`config.mk`:
```
export PLATFORM = sky130hd
export DESIGN_NAME = clut_packed
export DESIGN_NICKNAME = d
export VERILOG_FILES = /design/src/rtl/clut_pkg.sv /design/src/rtl/clut_decode.sv /design/src/rtl/clut_store.sv /design/src/rtl/clut_lookup.sv /design/src/rtl/clut_packed.sv
export SDC_FILE = /design/constraint.sdc
export NUM_CORES = 2
export LEC_CHECK = 0
export CAP_MARGIN = 5
export CELL_PAD_IN_SITES_DETAIL_PLACEMENT = 0
export CELL_PAD_IN_SITES_GLOBAL_PLACEMENT = 1
export CORE_MARGIN = 2
export CORE_UTILIZATION = 50
export DETAILED_ROUTE_END_ITERATION = 10
export DONT_BUFFER_PORTS = 1
export HOLD_SLACK_MARGIN = 0.1
export PLACE_DENSITY_LB_ADDON = 0.2
export SYNTH_ARGS = -nofsm -noshare
export SYNTH_HDL_FRONTEND = slang
export SYNTH_HIERARCHICAL = 1
export SYNTH_SLANG_ARGS = --single-unit
export TNS_END_PERCENT = 30
```
`constraint.sdc`:
```
create_clock -name clk -period 4 [get_ports clk]
set_input_delay 0.2 -clock clk [delete_from_list [all_inputs] [get_ports clk]]
set_output_delay 0.2 -clock clk [all_outputs]
set_load 0.02 [all_outputs]
```
`src/rtl/clut_pkg.sv`:
```
package clut_pkg;
    localparam int ADDR_W    = 12;
    localparam int DATA_W    = 32;
    localparam int CH_W      = 5;
    localparam int OUT_W     = 8;
    localparam int IDX_W     = 8;
    localparam int WORDS     = 128;
    localparam int WORD_AW   = $clog2(WORDS);
    localparam int HALF_W    = DATA_W / 2;
    localparam logic [ADDR_W-1:0] WIN_BASE = 12'h200;

    typedef struct packed {
        logic       flag;
        logic [CH_W-1:0] blue;
        logic [CH_W-1:0] green;
        logic [CH_W-1:0] red;
    } entry_t;

    typedef struct packed {
        logic [OUT_W-1:0] red;
        logic [OUT_W-1:0] green;
        logic [OUT_W-1:0] blue;
    } color_t;

    function automatic logic [OUT_W-1:0] widen(input logic [CH_W-1:0] c);
        return {c, {(OUT_W-CH_W){1'b0}}};
    endfunction

    function automatic color_t expand(input entry_t e);
        color_t o;
        o.red   = widen(e.red);
        o.green = widen(e.green);
        o.blue  = widen(e.blue);
        return o;
    endfunction
endpackage

```
`src/rtl/clut_decode.sv`:
```
module clut_decode
    import clut_pkg::*;
(
    input  logic [ADDR_W-1:0]  addr,
    output logic               hit,
    output logic [WORD_AW-1:0] word
);
    localparam logic [ADDR_W-1:0] WIN_END = WIN_BASE + ADDR_W'(WORDS * 4);

    always_comb begin
        hit  = (addr >= WIN_BASE) && (addr < WIN_END);
        word = addr[WORD_AW+1:2];
    end
endmodule

```
`src/rtl/clut_store.sv`:
```
module clut_store
    import clut_pkg::*;
(
    input  logic               clk,
    input  logic               we,
    input  logic [WORD_AW-1:0] waddr,
    input  logic [DATA_W-1:0]  wdata,
    input  logic [WORD_AW-1:0] raddr_a,
    output logic [DATA_W-1:0]  rdata_a,
    input  logic [WORD_AW-1:0] raddr_b,
    output logic [DATA_W-1:0]  rdata_b
);
    logic [DATA_W-1:0] mem [WORDS];

    always_ff @(posedge clk) begin
        if (we) mem[waddr] <= wdata;
    end

    always_comb begin
        rdata_a = mem[raddr_a];
        rdata_b = mem[raddr_b];
    end
endmodule

```
`src/rtl/clut_lookup.sv`:
```
module clut_lookup
    import clut_pkg::*;
(
    input  logic              clk,
    input  logic              rst,
    input  logic              req,
    input  logic              half_sel,
    input  logic [DATA_W-1:0] word,
    output logic              out_valid,
    output color_t            color
);
    entry_t sel;

    always_comb sel = half_sel ? entry_t'(word[DATA_W-1:HALF_W])
                               : entry_t'(word[HALF_W-1:0]);

    always_ff @(posedge clk) begin
        if (rst) begin
            out_valid <= 1'b0;
            color     <= '0;
        end else begin
            out_valid <= req;
            if (req) color <= expand(sel);
        end
    end

    a_r5_low_bits_zero: assert property (@(posedge clk) disable iff (rst)
        out_valid |-> (color.red[2:0] == 3'b0 && color.green[2:0] == 3'b0
                       && color.blue[2:0] == 3'b0));
    a_r7_latency: assert property (@(posedge clk) disable iff (rst)
        req |=> out_valid);
    a_r7_hold: assert property (@(posedge clk) disable iff (rst)
        !req |=> $stable(color) && !out_valid);
endmodule

```
`src/rtl/clut_packed.sv`:
```
module clut_packed
    import clut_pkg::*;
(
    input  logic              clk,
    input  logic              rst,
    input  logic [ADDR_W-1:0] bus_addr,
    input  logic              bus_wr,
    input  logic [DATA_W-1:0] bus_wdata,
    input  logic              bus_rd,
    output logic [DATA_W-1:0] bus_rdata,
    input  logic              pix_valid,
    input  logic [IDX_W-1:0]  pix_index,
    output logic              pix_out_valid,
    output logic [OUT_W-1:0]  pix_red,
    output logic [OUT_W-1:0]  pix_green,
    output logic [OUT_W-1:0]  pix_blue
);
    logic               hit;
    logic [WORD_AW-1:0] bus_word;
    logic [DATA_W-1:0]  bus_word_data;
    logic [DATA_W-1:0]  pix_word_data;
    color_t             color;

    clut_decode u_dec (
        .addr (bus_addr),
        .hit  (hit),
        .word (bus_word)
    );

    clut_store u_mem (
        .clk     (clk),
        .we      (bus_wr && hit),
        .waddr   (bus_word),
        .wdata   (bus_wdata),
        .raddr_a (bus_word),
        .rdata_a (bus_word_data),
        .raddr_b (pix_index[IDX_W-1:1]),
        .rdata_b (pix_word_data)
    );

    clut_lookup u_lk (
        .clk       (clk),
        .rst       (rst),
        .req       (pix_valid),
        .half_sel  (pix_index[0]),
        .word      (pix_word_data),
        .out_valid (pix_out_valid),
        .color     (color)
    );

    always_ff @(posedge clk) begin
        if (rst)         bus_rdata <= '0;
        else if (bus_rd) bus_rdata <= hit ? bus_word_data : '0;
    end

    always_comb begin
        pix_red   = color.red;
        pix_green = color.green;
        pix_blue  = color.blue;
    end

    a_r1_outside_zero: assert property (@(posedge clk) disable iff (rst)
        (bus_rd && !hit) |=> bus_rdata == '0);
    a_r9_reset_idle: assert property (@(posedge clk)
        $past(rst) |-> !pix_out_valid && bus_rdata == '0);
endmodule

```
# == Yosys cells after proc, flatten, opt, wreduce, memory -nomap -nowiden ==
# Memories as Yosys holds them, arrays and structs flattened.
# Cells that the tools add are included.
# op_classes
n_lt_le_gt_ge,2
mux,4
n_reduce_logical,2
# ops
cell,count
32-bit 2-to-1 mux,1
15-bit 2-to-1 mux,1
"12-bit by 10-bit greater-or-equal comparator with 1-bit output, second input constant",1
"12-bit by 11-bit less-than comparator with 1-bit output, second input constant",1
1-bit logical AND,2
1-bit 2-to-1 mux,2
# totals
register_bits,48
ram_bits,4096
input_bits,57
output_inout_bits,57
elab_cells,14
memories,1
# mem_list
memory,words,word_bits,rd,rd_ports_with_merged_regs,wr,line,source
u_mem.mem,128,32,2,0,1,clut_store.sv:13,logic [DATA_W-1:0] mem [WORDS];

# == Depth between registers and ports, before layout ==
# depth
word_depth,5
depth_mapped,11
mapped_depth_nobuf,6

# == By module ==
# The synthesis kept the hierarchy.
# by_module_without_submodules
module,n_inst,cells_each,area_per_inst_um2,seq_area_each_um2
clut_store,1,7637,187484.8,122998.0
clut_packed,1,143,1287.5,640.6
clut_lookup,1,78,765.7,320.3
clut_decode,1,8,65.1,0.0

# == Worst setup path after synthesis ==
# No wires, ideal clock.
# synth_path
path_type,input -> register
startpoint,input port bus_addr[10]
endpoint,memory u_mem.mem[98][0] (enable)
setup_ns,0.461
arrival_ns,3.534
required_ns,3.539
setup_slack_ns,0.005
stages,7
n_path_buf,3
path_cell_list,nor3b_2 > buf_4 > buf_4 > and2_1 > clkbuf_1 > nand4_1 > nor3_1
# synth_between
elab_chain_cells,5
elab_cells_between_ends,6
cone_classes,order compare: 2; mux: 2; reduce/logical: 2
# synth_lines
item,line,source
start: declaration,clut_packed.sv:6,"input logic [ADDR_W-1:0] bus_addr,"
12-bit by 10-bit greater-or-equal comparator with 1-bit output / 12-bit by 11-bit less-than comparator with 1-bit output (equally long branches),clut_decode.sv:11,hit = (addr >= WIN_BASE) && (addr < WIN_END);
1-bit logical AND (*),clut_decode.sv:11,
1-bit logical AND (*),clut_packed.sv:32,".we (bus_wr && hit),"
1-bit 2-to-1 mux (*),clut_store.sv:16,if (we) mem[waddr] <= wdata;
1-bit 2-to-1 mux (implied by the code) (*),clut_store.sv:16,
end: declaration,clut_store.sv:13,
# Mark *: on every way between the ends. The rest lies on a longest branch, timed or not.

# == Final worst setup path ==
# layout_path
startpoint,input port pix_index[3]
endpoint,"register, netlist name u_lk/color[6]"
# layout_between
elab_chain_cells,2
# layout_lines
item,line,source
start: declaration,clut_packed.sv:12,"input logic [IDX_W-1:0] pix_index,"
memory read 128 x 32 bit,-,
named net pix_word_data[13],clut_packed.sv:21,logic [DATA_W-1:0] pix_word_data;
15-bit 2-to-1 mux,clut_lookup.sv:14,always_comb sel = half_sel ? entry_t'(word[DATA_W-1:HALF_W])
# The timed path passes the listed nets, and every way through them passes these cells.
# A chain may end at the register's enable or synchronous reset.

==> results.sh <==
export IMPL_r2r_end="u_lk/color[5]$_SDFFE_PP0P_"
export IMPL_crit_required_ns=4.85
export IMPL_cp_arrival_ns=4.80
export IMPL_portBuffers=0
export IMPL_drive_gt1_frac=0.454
export IMPL_cp_slowest_cell="mux4_2"
export IMPL_netSwitchingFraction=0.225
export IMPL_cts_buffers_inserted=432
export IMPL_clk_pin_slew_ns=0.06
export IMPL_violations="max-slew violations"
export IMPL_cts_tree="done"
export IMPL_path_cells="buf_16 > buf_16 > buf_16 > buf_16 > mux4_2 > mux4_2 > mux4_2 > mux2_2 > mux2i_1 > a211oi_1"
export IMPL_ios=114
export IMPL_die_h_um=617
export IMPL_nNetsFinal=8033
export IMPL_grt_pass1_wl_mm=817
export IMPL_path_common_cell="buf_16"
export IMPL_critPathMaxStageDelay_ns=0.61
export IMPL_power_frac_comb=0.079
export IMPL_syn_inst=7780
export IMPL_viasPerCell=7.33
export IMPL_vias=98100
export IMPL_finalClockSkew_ns=0.0705
export IMPL_grt_pass1_vias=98000
export IMPL_cts_buffer_depth=4
export IMPL_slew_headroom=-0.131
export IMPL_vdd_drop_max_mv=0.400
export IMPL_avgSynthCellArea_um2=24.1
export IMPL_tightest_slew_ns=1.70
export IMPL_final_cell_mix="4096 x edfxtp_1, 2604 x mux4_2, 449 x clkbuf_16, 153 x buf_12, 119 x nor2_4"
export IMPL_grt_max_degree=267
export IMPL_worstReg2RegStart="u_mem/mem[53][28]$_DFFE_PP_"
export IMPL_fin_crit_ns=3.95
export IMPL_layout_commonest_cell="edfxtp_1"
export IMPL_reg2reg_slack_ns=1.03
export IMPL_min_delay_path_depth=3
export IMPL_initial_utilization=0.503
export IMPL_path_class="input pin to flip-flop"
export IMPL_cp_end_kind="flip-flop"
export IMPL_fin_util=0.573
export IMPL_clkPwrFrac=0.424
export IMPL_hold_path_class="input pin to flip-flop"
export IMPL_fmax_mhz=253
export IMPL_ant_nets=0
export IMPL_grt_overflow=0
export IMPL_placed_cells=12400
export IMPL_post_cts_buffers=0
export IMPL_yosysWarnings=6
export IMPL_clock_latency_ns=1.01
export IMPL_grt_total_usage=0.316
export IMPL_worst_path_buf_inv=4
export IMPL_root_buffer="clkbuf_16"
export IMPL_crit_family="multiplexers"
export IMPL_hold_violations=0
export IMPL_power_switching_uw=21700
export IMPL_routed_wl_mm=600
export IMPL_drtIter0Drc=17400
export IMPL_fin_cells=13400
export IMPL_gp_congestion=0.879
export IMPL_drtPass1Iterations=5
export IMPL_netlist_area_mm2=0.188
export IMPL_die_area_mm2=0.380
export IMPL_status="complete, but fails checks"
export IMPL_critPathLaunch="pix_index[3]"
export IMPL_p_int_uw=74700
export IMPL_wl_per_cell_um=44.9
export IMPL_htreeDepth=5
export IMPL_fin_hold_ws_ns=0.144
export IMPL_die_w_um=617
export IMPL_rsz0062_at_grt="yes"
export IMPL_worst_path_stages=10
export IMPL_drc=0
export IMPL_drv_cap=0
export IMPL_sequentialPowerShare=0.496
export IMPL_r2r_cells=6
export IMPL_syn_to_final_growth_pct=13.8
export IMPL_dp_hpwl_mm=321
export IMPL_crit_fanout=120
export IMPL_rows=224
export IMPL_antenna_found_initial=99
export IMPL_cts_sinks=4144
export IMPL_setup_violations=0
export IMPL_core_area_mm2=0.373
export IMPL_crit_end="u_lk/color[6]$_SDFFE_PP0P_"
export IMPL_finalCritPeriodShare=0.987
export IMPL_power_density_mw_per_mm2=451
export IMPL_final_max_slew_violation_count=110
export IMPL_p_leak_uw=0.0647
export IMPL_cp_start_kind="input pin"
## power by group through the flow
| stage | Sequential (uW) | Clock, uW | Combinational [uW] |
|---|---|---|---|
| 4_1_cts | 47900 | 41200 | 7460 |
| 3_5_place_dp | 48800 | 0 | 6240 |
| 2_1_floorplan | 48700 | 0 | 4360 |
| 5_1_grt | 47800 | 42800 | 7820 |
| 6_report | 47900 | 40900 | 7660 |
| 3_3_place_gp | 48800 | 0 | 6230 |
## per-layer routing
metal  vias up  global-route usage  wire (um)
li1      35900                   -          -
met1     54200               0.453     218000
met2      7061               0.465     272000
met3       859              0.0984      88100
met4        30               0.109      22000
met5         -                   0        186
## metrics by stage
stage               setup WS (ns)  cell area [um^2]  total power (uW)  setup TNS, ns
floorplan                 0.00489            188000             53100              0
global placement            -3.00            197000             55000        -106.16
detailed placement          -2.97            197000             55000        -106.35
CTS                       0.00140            213000             96600              0
global route              -0.0994            214000             98500          -1.00
finish                     0.0501            214000             96400              0
## sequential cells by signal (all words and copies together), names as in the netlist
name,cells
u_mem/mem,4096
u_lk/out_valid,1
bus_rdata,32
u_lk/color,15
## repair_timing
| action | 4_1_cts | 5_1_grt |
|---|---|---|
| endpoints found under the hold margin | 5063 | 15 |
| endpoints found under the setup margin | 47 | 47 |
| cloned | 16 | 6 |
| pin swaps | 0 | 4 |
| hold buffers | 99 | 3 |
| resized for setup | 1 | 14 |
## worst register-to-register path, stage by stage, from the launching register on
cell      delay, ns
edfxtp_1       0.39
mux4_2         0.49
mux4_2         0.63
mux4_2         0.69
mux2_2         0.40
mux2i_1        0.16
a211oi_1       0.10
## worst min path at each step
| stage | start | end |
|---|---|---|
| after CTS | pix_index[4] | u_lk/color[11]$_SDFFE_PP0P_ |
| after global routing | pix_index[7] | u_lk/color[22]$_SDFFE_PP0P_ |
| after detailed placement | rst | bus_rdata[9]$_SDFFE_PP0P_ |
| after floorplan | rst | bus_rdata[29]$_SDFFE_PP0P_ |
| final | bus_addr[5] | u_mem/mem[94][28]$_DFFE_PP_ |
| after global placement | rst | bus_rdata[29]$_SDFFE_PP0P_ |
## area by class of cell
type	count	area [um^2]
Sequential cell	4144	124000
Fill cell	26400	159000
Clock inverter	270	2630
Antenna cell	62	155
Clock buffer	536	11600
Timing Repair Buffer	409	7120
Tap cell	4972	6220
Multi-Input combinational cell	2989	62000
Note: power is estimated with default switching activity, not from simulation.
